`src/rtl/mwl_pkg.sv`:
```
`timescale 1ns/1ps
package mwl_pkg;

   typedef enum logic [2:0] {
      ST_IDLE  = 3'd0,
      ST_REQ0  = 3'd1,
      ST_WAIT0 = 3'd2,
      ST_REQ1  = 3'd3,
      ST_WAIT1 = 3'd4,
      ST_DONE  = 3'd5
   } mwl_state_e;

endpackage

```
`src/rtl/mwl_seq.sv`:
```
`timescale 1ns/1ps
module mwl_seq
   import mwl_pkg::*;
#(
   parameter int unsigned ADDR_W    = 32,
   parameter int unsigned BUS_BYTES = 4,
   parameter int unsigned SIZE_W    = 2
) (
   input  logic                         clk,
   input  logic                         rst_n,
   input  logic                         req_valid,
   input  logic [ADDR_W-1:0]            req_addr,
   input  logic [SIZE_W-1:0]            req_size,
   input  logic                         req_signed,
   output logic                         req_ready,
   output logic                         mem_rd_valid,
   output logic [ADDR_W-1:0]            mem_rd_addr,
   input  logic                         mem_rsp_valid,
   output logic                         cap0,
   output logic                         cap1,
   output logic                         done,
   output logic                         split_q,
   output logic [$clog2(BUS_BYTES)-1:0] off_q,
   output logic [SIZE_W-1:0]            size_q,
   output logic                         sgn_q
);

   localparam int unsigned       OFF_W  = $clog2(BUS_BYTES);
   localparam logic [SIZE_W-1:0] MAX_LG = SIZE_W'(OFF_W);

   mwl_state_e          state_q, state_d;
   logic [ADDR_W-1:0]   base_q;
   logic [SIZE_W-1:0]   size_eff;
   logic [OFF_W:0]      span_end;
   logic                crosses;
   logic                accept;

   // Oversized codes collapse onto a full word.
   assign size_eff = (req_size > MAX_LG) ? MAX_LG : req_size;
   assign span_end = {1'b0, req_addr[OFF_W-1:0]} + ((OFF_W+1)'(1) << size_eff);
   assign crosses  = span_end > (OFF_W+1)'(BUS_BYTES);
   assign accept   = (state_q == ST_IDLE) && req_valid;

   always_comb begin
      state_d = state_q;
      unique case (state_q)
         ST_IDLE:  if (req_valid) state_d = ST_REQ0;
         ST_REQ0:  state_d = ST_WAIT0;
         ST_WAIT0: if (mem_rsp_valid) state_d = split_q ? ST_REQ1 : ST_DONE;
         ST_REQ1:  state_d = ST_WAIT1;
         ST_WAIT1: if (mem_rsp_valid) state_d = ST_DONE;
         ST_DONE:  state_d = ST_IDLE;
         default:  state_d = ST_IDLE;
      endcase
   end

   always_ff @(posedge clk) begin
      if (!rst_n) begin
         state_q <= ST_IDLE;
         base_q  <= '0;
         off_q   <= '0;
         size_q  <= '0;
         sgn_q   <= 1'b0;
         split_q <= 1'b0;
      end else begin
         state_q <= state_d;
         if (accept) begin
            base_q  <= {req_addr[ADDR_W-1:OFF_W], OFF_W'(0)};
            off_q   <= req_addr[OFF_W-1:0];
            size_q  <= size_eff;
            sgn_q   <= req_signed;
            split_q <= crosses;
         end
      end
   end

   assign req_ready    = (state_q == ST_IDLE);
   assign mem_rd_valid = (state_q == ST_REQ0) || (state_q == ST_REQ1);
   assign mem_rd_addr  = base_q + ((state_q == ST_REQ1) ? ADDR_W'(BUS_BYTES) : '0);
   assign cap0         = (state_q == ST_WAIT0) && mem_rsp_valid;
   assign cap1         = (state_q == ST_WAIT1) && mem_rsp_valid;
   assign done         = (state_q == ST_DONE);

   // a read strobe never lasts two cycles
   a_r10_rd_pulse: assert property (@(posedge clk) disable iff (!rst_n)
      mem_rd_valid |=> !mem_rd_valid);

   // responses arrive only while one is awaited
   a_r10_rsp_expected: assert property (@(posedge clk) disable iff (!rst_n)
      mem_rsp_valid |-> (state_q == ST_WAIT0 || state_q == ST_WAIT1));

   // the second read only follows an accepted first response
   a_r4_second_after_first: assert property (@(posedge clk) disable iff (!rst_n)
      (state_q == ST_REQ1) |-> ($past(state_q) == ST_WAIT0 && $past(mem_rsp_valid)));

   // an access inside one word finishes after its single response
   a_r3_single_read: assert property (@(posedge clk) disable iff (!rst_n)
      (cap0 && !split_q) |=> (done && !mem_rd_valid));

   // every read address is word aligned
   a_r3_aligned_read: assert property (@(posedge clk) disable iff (!rst_n)
      mem_rd_valid |-> (mem_rd_addr[OFF_W-1:0] == '0));

endmodule

```
`src/rtl/mwl_lane_merge.sv`:
```
`timescale 1ns/1ps
module mwl_lane_merge #(
   parameter int unsigned BUS_BYTES = 4
) (
   input  logic                         clk,
   input  logic                         rst_n,
   input  logic                         cap0,
   input  logic                         cap1,
   input  logic [8*BUS_BYTES-1:0]       rsp_data,
   input  logic [$clog2(BUS_BYTES)-1:0] off,
   output logic [8*BUS_BYTES-1:0]       window
);

   localparam int unsigned DATA_W = 8 * BUS_BYTES;

   logic [DATA_W-1:0]   lo_q, hi_q;
   logic [2*DATA_W-1:0] pair;

   always_ff @(posedge clk) begin
      if (!rst_n) begin
         lo_q <= '0;
         hi_q <= '0;
      end else begin
         if (cap0) lo_q <= rsp_data;
         if (cap1) hi_q <= rsp_data;
      end
   end

   assign pair = {hi_q, lo_q};

   // Window byte k is the byte at request address + k.
   for (genvar k = 0; k < BUS_BYTES; k++) begin : g_win
      assign window[8*k +: 8] = pair[(int'(off) + k) * 8 +: 8];
   end

   // the two captures never happen in the same cycle
   a_r5_one_capture: assert property (@(posedge clk) disable iff (!rst_n)
      !(cap0 && cap1));

endmodule

```
`src/rtl/mwl_order_extend.sv`:
```
`timescale 1ns/1ps
module mwl_order_extend #(
   parameter int unsigned BUS_BYTES = 4,
   parameter int unsigned SIZE_W    = 2
) (
   input  logic [8*BUS_BYTES-1:0] window,
   input  logic [SIZE_W-1:0]      size_lg,
   input  logic                   sgn,
   input  logic                   big_endian,
   output logic [8*BUS_BYTES-1:0] value
);

   int unsigned nb;
   logic [7:0]  top_byte;
   logic [7:0]  fill;

   assign nb = 32'd1 << size_lg;

   // Most significant loaded byte: last address in LE, first in BE.
   always_comb begin
      if (big_endian) top_byte = window[7:0];
      else            top_byte = window[(nb - 1) * 8 +: 8];
      fill = (sgn && top_byte[7]) ? 8'hFF : 8'h00;
   end

   for (genvar j = 0; j < BUS_BYTES; j++) begin : g_lane
      always_comb begin
         if (j < nb) begin
            if (big_endian) value[8*j +: 8] = window[(nb - 1 - j) * 8 +: 8];
            else            value[8*j +: 8] = window[8*j +: 8];
         end else begin
            value[8*j +: 8] = fill;
         end
      end
   end

endmodule

```
`src/rtl/mwl_unit.sv`:
```
`timescale 1ns/1ps
module mwl_unit #(
   parameter int unsigned ADDR_W    = 32,
   parameter int unsigned BUS_BYTES = 4,
   localparam int unsigned SIZE_W   = $clog2($clog2(BUS_BYTES) + 1),
   localparam int unsigned DATA_W   = 8 * BUS_BYTES
) (
   input  logic              clk,
   input  logic              rst_n,
   input  logic              big_endian,
   input  logic              req_valid,
   output logic              req_ready,
   input  logic [ADDR_W-1:0] req_addr,
   input  logic [SIZE_W-1:0] req_size,
   input  logic              req_signed,
   output logic              mem_rd_valid,
   output logic [ADDR_W-1:0] mem_rd_addr,
   input  logic              mem_rsp_valid,
   input  logic [DATA_W-1:0] mem_rsp_data,
   output logic              ld_valid,
   output logic [DATA_W-1:0] ld_data,
   output logic              ld_split
);

   localparam int unsigned OFF_W = $clog2(BUS_BYTES);

   if (BUS_BYTES < 2 || (BUS_BYTES & (BUS_BYTES - 1)) != 0) begin : g_bad_bus
      $error("mwl_unit: BUS_BYTES must be a power of two of at least 2");
   end
   if (ADDR_W <= OFF_W) begin : g_bad_addr
      $error("mwl_unit: ADDR_W must exceed the byte-offset width");
   end

   logic              cap0, cap1, done, split_q, sgn_q;
   logic [OFF_W-1:0]  off_q;
   logic [SIZE_W-1:0] size_q;
   logic [DATA_W-1:0] window, value;

   mwl_seq #(
      .ADDR_W   (ADDR_W),
      .BUS_BYTES(BUS_BYTES),
      .SIZE_W   (SIZE_W)
   ) u_seq (
      .clk          (clk),
      .rst_n        (rst_n),
      .req_valid    (req_valid),
      .req_addr     (req_addr),
      .req_size     (req_size),
      .req_signed   (req_signed),
      .req_ready    (req_ready),
      .mem_rd_valid (mem_rd_valid),
      .mem_rd_addr  (mem_rd_addr),
      .mem_rsp_valid(mem_rsp_valid),
      .cap0         (cap0),
      .cap1         (cap1),
      .done         (done),
      .split_q      (split_q),
      .off_q        (off_q),
      .size_q       (size_q),
      .sgn_q        (sgn_q)
   );

   mwl_lane_merge #(
      .BUS_BYTES(BUS_BYTES)
   ) u_merge (
      .clk     (clk),
      .rst_n   (rst_n),
      .cap0    (cap0),
      .cap1    (cap1),
      .rsp_data(mem_rsp_data),
      .off     (off_q),
      .window  (window)
   );

   mwl_order_extend #(
      .BUS_BYTES(BUS_BYTES),
      .SIZE_W   (SIZE_W)
   ) u_order (
      .window    (window),
      .size_lg   (size_q),
      .sgn       (sgn_q),
      .big_endian(big_endian),
      .value     (value)
   );

   assign ld_valid = done;
   assign ld_data  = done ? value : '0;
   assign ld_split = done && split_q;

   // result lasts one cycle, then the unit is ready again
   a_r9_result_pulse: assert property (@(posedge clk) disable iff (!rst_n)
      ld_valid |=> (!ld_valid && req_ready));

   // unsigned byte loads carry zeros above bit 7
   a_r8_zero_ext_byte: assert property (@(posedge clk) disable iff (!rst_n)
      (ld_valid && !sgn_q && size_q == '0) |-> (ld_data[DATA_W-1:8] == '0));

   // no read is launched while a result is being presented
   a_r2_quiet_when_done: assert property (@(posedge clk) disable iff (!rst_n)
      ld_valid |-> (!mem_rd_valid && !req_ready));

endmodule

```
`config.mk`:
```
export PLATFORM = sky130hd
export DESIGN_NAME = mwl_unit
export DESIGN_NICKNAME = d
export VERILOG_FILES = /design/src/rtl/mwl_pkg.sv /design/src/rtl/mwl_seq.sv /design/src/rtl/mwl_lane_merge.sv /design/src/rtl/mwl_order_extend.sv /design/src/rtl/mwl_unit.sv
export SDC_FILE = /design/constraint.sdc
export NUM_CORES = 1
export LEC_CHECK = 0
export BUFFER_PORTS_ARGS = -buffer_cell sky130_fd_sc_hd__buf_2
export CAP_MARGIN = 0
export CORE_ASPECT_RATIO = 1.1
export CORE_MARGIN = 1
export CORE_UTILIZATION = 31
export DETAILED_ROUTE_END_ITERATION = 10
export GPL_ROUTABILITY_DRIVEN = 0
export GPL_TIMING_DRIVEN = 0
export PLACE_DENSITY = 0.48
export SLEW_MARGIN = 20
export SYNTH_ARGS = -nofsm -noshare
export SYNTH_HDL_FRONTEND = slang
export SYNTH_SLANG_ARGS = --single-unit
```
`constraint.sdc`:
```
create_clock -name clk -period 6.1 [get_ports clk]
set_input_delay 0.915 -clock clk [delete_from_list [all_inputs] [get_ports clk]]
set_output_delay 0.915 -clock clk [all_outputs]
set_load 0.1 [all_outputs]
```
==> key figures <==
Timing
  – Setup TNS Final: 0 ns
  – Setup ws final: 1.11 ns
  – Fmax: 200 MHz
  – Slew Viols, Final: 0
  – Skew final: 0.0148 ns
  – RSZ-0062 raised after global routing: false
  – Final-report hold violation count: 0
  – Worst slew pin tran: 1.01 ns
  – Tmin final: 4.99 ns
  – Final number of setup-violating endpoints: 0
  – Worst rel slew slack: 32.0%
  – Crit share post-route: 81.8%

Global route
  – First-pass GRT wire length: 37900 um
  – Initial antenna violation count: 0
  – Number of global-route vias before repair: 6704
  – Gr usage total: 20.4%
  – GRT overflow: 0
  – Pin count of the biggest net entering global routing: 18

Yosys
  – Synth warnings: 0
  – XOR/XNOR share of the synthesized area: 3.68%
  – Commonest cells post-synth: nand2_1, dfxtp_1, a21boi_0
  – Leading area contributor after synthesis: dfxtp_1
  – Synth Area in Adders: 2.56%
  – Distinct cells, synth: 50
  – Top cells by area, synth: dfxtp_1, nand2_1, mux2i_1
  – Largest family of logic cells by synthesized area: multiplexers
  – Seq/Total Area, Yosys: 26.6%
  – Simple-gate portion of the synthesized area: 18.7%
  – Synth Flop Type: dfxtp_1
  – Most common cell in the netlist: nand2_1
  – Mux share of post-synthesis cell area: 22.7%
  – Post-synthesis compound-gate area fraction: 20.8%
  – Mean Syn Cell Area: 8.25 sq um
  – Post-synth EDFFs: 0
  – Share of the synthesized area in the top cell type: 26.6%
  – Synthesized instance count: 865
  – Count of state elements after synthesis: 95
  – Async SR Flop Fraction: 0%
  – Cell Area, Synth: 7140 sq um

Clock network
  – Setup Fix Bufs, Post-CTS: 0
  – Resized cells post-CTS: 0
  – Clock-pin slew on the worst setup and hold paths: 0.08 ns
  – Clock buffer count from CTS: 9
  – Clock Tree Buf Depth: 2
  – Skew-Pair Late Insertion Delay: 0.35 ns
  – Hold Buf Count CTS: 0
  – TritonCTS Sinks: 95
  – CTS tree: built
  – Clk root buf: clkbuf_16
  – H-tree depth: 3

Hold path
  – Hold Crit Class: flip-flop to flip-flop
  – Min-delay src: u_merge.hi_q[18]$_SDFFE_PN0P_
  – Hold path depth: 2
  – Hold EP: u_merge.hi_q[18]$_SDFFE_PN0P_

Power
  – Peak VDD IR: 120 uV
  – Lkg Pwr: 3.27 nW
  – Cell Pwr Density: 207 nW/um^2

Cells and area
  – Core Util, Final: 38.1%
  – Layout cells sized above 1: 23.7%
  – Nets@finish: 1098
  – P&R area growth vs syn: 19.2%
  – Diode count: 0

Floorplan
  – Die Height: 161 um
  – Num rows: 57
  – Core area: 22300 sq um
  – DIE AREA: 23600 sq um
  – Width of the die: 147 um
  – Initial Utilization: 32.0%
  – # IOs: 140

Worst setup path
  – Worst path bufs/invs: 6
  – Slowest cell on the critical path: nor3_1
  – CP delay by family, top: buffers and inverters
  – R2R cell count: 5
  – Critical path required time: 5.18 ns
  – Slowest Stage Delay on Critical Path: 0.72 ns
  – Worst setup EP type: output port
  – R2r setup slk: 3.75 ns
  – Startpoint Class: flip-flop
  – Critical Path Fanout Max: 10
  – Worst R2R End: u_merge.lo_q[25]$_SDFFE_PN0P_
  – Crit-path cells: inv_1, ha_1, buf_4, buf_4, buf_2, inv_1, ha_1, nand2_1, nor3_1, a221oi_1, a21oi_1, buf_2
  – Kind of critical path: flip-flop to output port
  – Critical R2R Launch: u_seq.state_q[1]$_SDFFE_PN0P_
  – CP arrival: 4.07 ns

Routing
  – Total vias in the final route: 6746
  – Vias per cell: 5.14
  – Wirelength, routed: 23700 um
  – Detailed Routing Iterations Pass 1: 5
  – WL per Instance: 18.0 um
  – DR iter-0 viols: 427
  – Antenna viol nets, final: 0
  – DRC violations left: 0

Job
  – MaxCap Viol Count: 0

Placement
  – Setup WS pre-CTS: 1.37 ns
  – IO buf count: 135
  – DP HPWL: 19300 um

Status
  – Status: finished, final reports clean
==> cells by family (layout without fill, tap and decap cells) <==
logic type	Yosys count	after routing
AOI/OAI and AO/OA	218	218
xor gates and xnor gates	30	30
adders and majority gates	14	14
buffers and inverters	72	223
DFF	95	95
muxes	135	135
other	1	2
and+or+nand+nor	300	300
==> layer usage <==
metal	GRT usage, %	up-vias	routed length [um]
li1	-	3412	-
met1	28.8	3153	11400
met2	33.0	163	11000
met3	2.32	18	1010
met4	4.78	0	257
met5	0	-	0
==> cell type report <==
cell class                 instances  area [sq um]
multi-input combinational        699          4900
sequential                        95          1900
inverter                           8          30.0
clock inverter                     6          73.8
tap                              295           369
fill                            2355         13800
buffer                            64           317
timing repair buffer             135           676
clock buffer                      10           239
==> report_power, final <==
part / leakage (nW) / total [W] / internal [W] / switching (W)
sequential: 0.772 / 0.000678 / 0.000648 / 0.0000300
clock: 0.154 / 0.000594 / 0.000335 / 0.000258
combinational: 2.35 / 0.000492 / 0.000154 / 0.000338
==> placed cells by master, fill, tap and decap left out, types with 14 or more instances in the layout <==
cell type / n
a21oi_1: 39
buf_2: 147
a21boi_0: 82
clkbuf_1: 38
o21ai_0: 31
nor2_1: 23
xnor2_1: 23
mux2_2: 43
mux4_2: 17
nand3_1: 14
mux2i_1: 75
a221oi_1: 16
a211oi_1: 18
dfxtp_1: 95
nand2_1: 202
==> registers in the layout, summed over array words and instances, names as in the netlist <==
name	cells
u_seq.off_q	2
u_seq.split_q	1
u_merge.lo_q	32
u_seq.state_q	3
u_seq.size_q	2
u_seq.sgn_q	1
u_seq.base_q	30
u_merge.hi_q	24
==> worst reg2reg max path: cells and delay by family, from the launching register on <==
| family | cells | cell delay (ns) |
|---|---|---|
| buf+inv | 2 | 0.67 |
| simple gates | 2 | 1.03 |
| flops | 1 | 0.42 |
| compound gates | 1 | 0.16 |
==> how the worst max path moves through the flow <==
| stage | cells after the start | from | end |
|---|---|---|---|
| floorplan | 10 | u_seq.size_q[0]$_SDFFE_PN0P_ | ld_data[7] |
| global placement | 11 | u_seq.size_q[0]$_SDFFE_PN0P_ | ld_data[6] |
| detailed placement | 11 | u_seq.size_q[0]$_SDFFE_PN0P_ | ld_data[19] |
| CTS | 11 | u_seq.size_q[0]$_SDFFE_PN0P_ | ld_data[19] |
| global route | 12 | u_seq.size_q[0]$_SDFFE_PN0P_ | ld_data[6] |
| finish | 12 | u_seq.size_q[0]$_SDFFE_PN0P_ | ld_data[6] |
==> through the flow <==
step                hold WS, ns  power, W  std cells  instance area (sq um)
floorplan                 0.440   0.00106        866                   7140
global placement          0.456   0.00119       1296                   8190
detailed placement        0.459   0.00119       1296                   8190
CTS                       0.470   0.00178       1312                   8510
global route              0.490   0.00185       1312                   8510
finish                    0.467   0.00176       1312                   8510
Note: power is estimated with default switching activity, not from simulation.
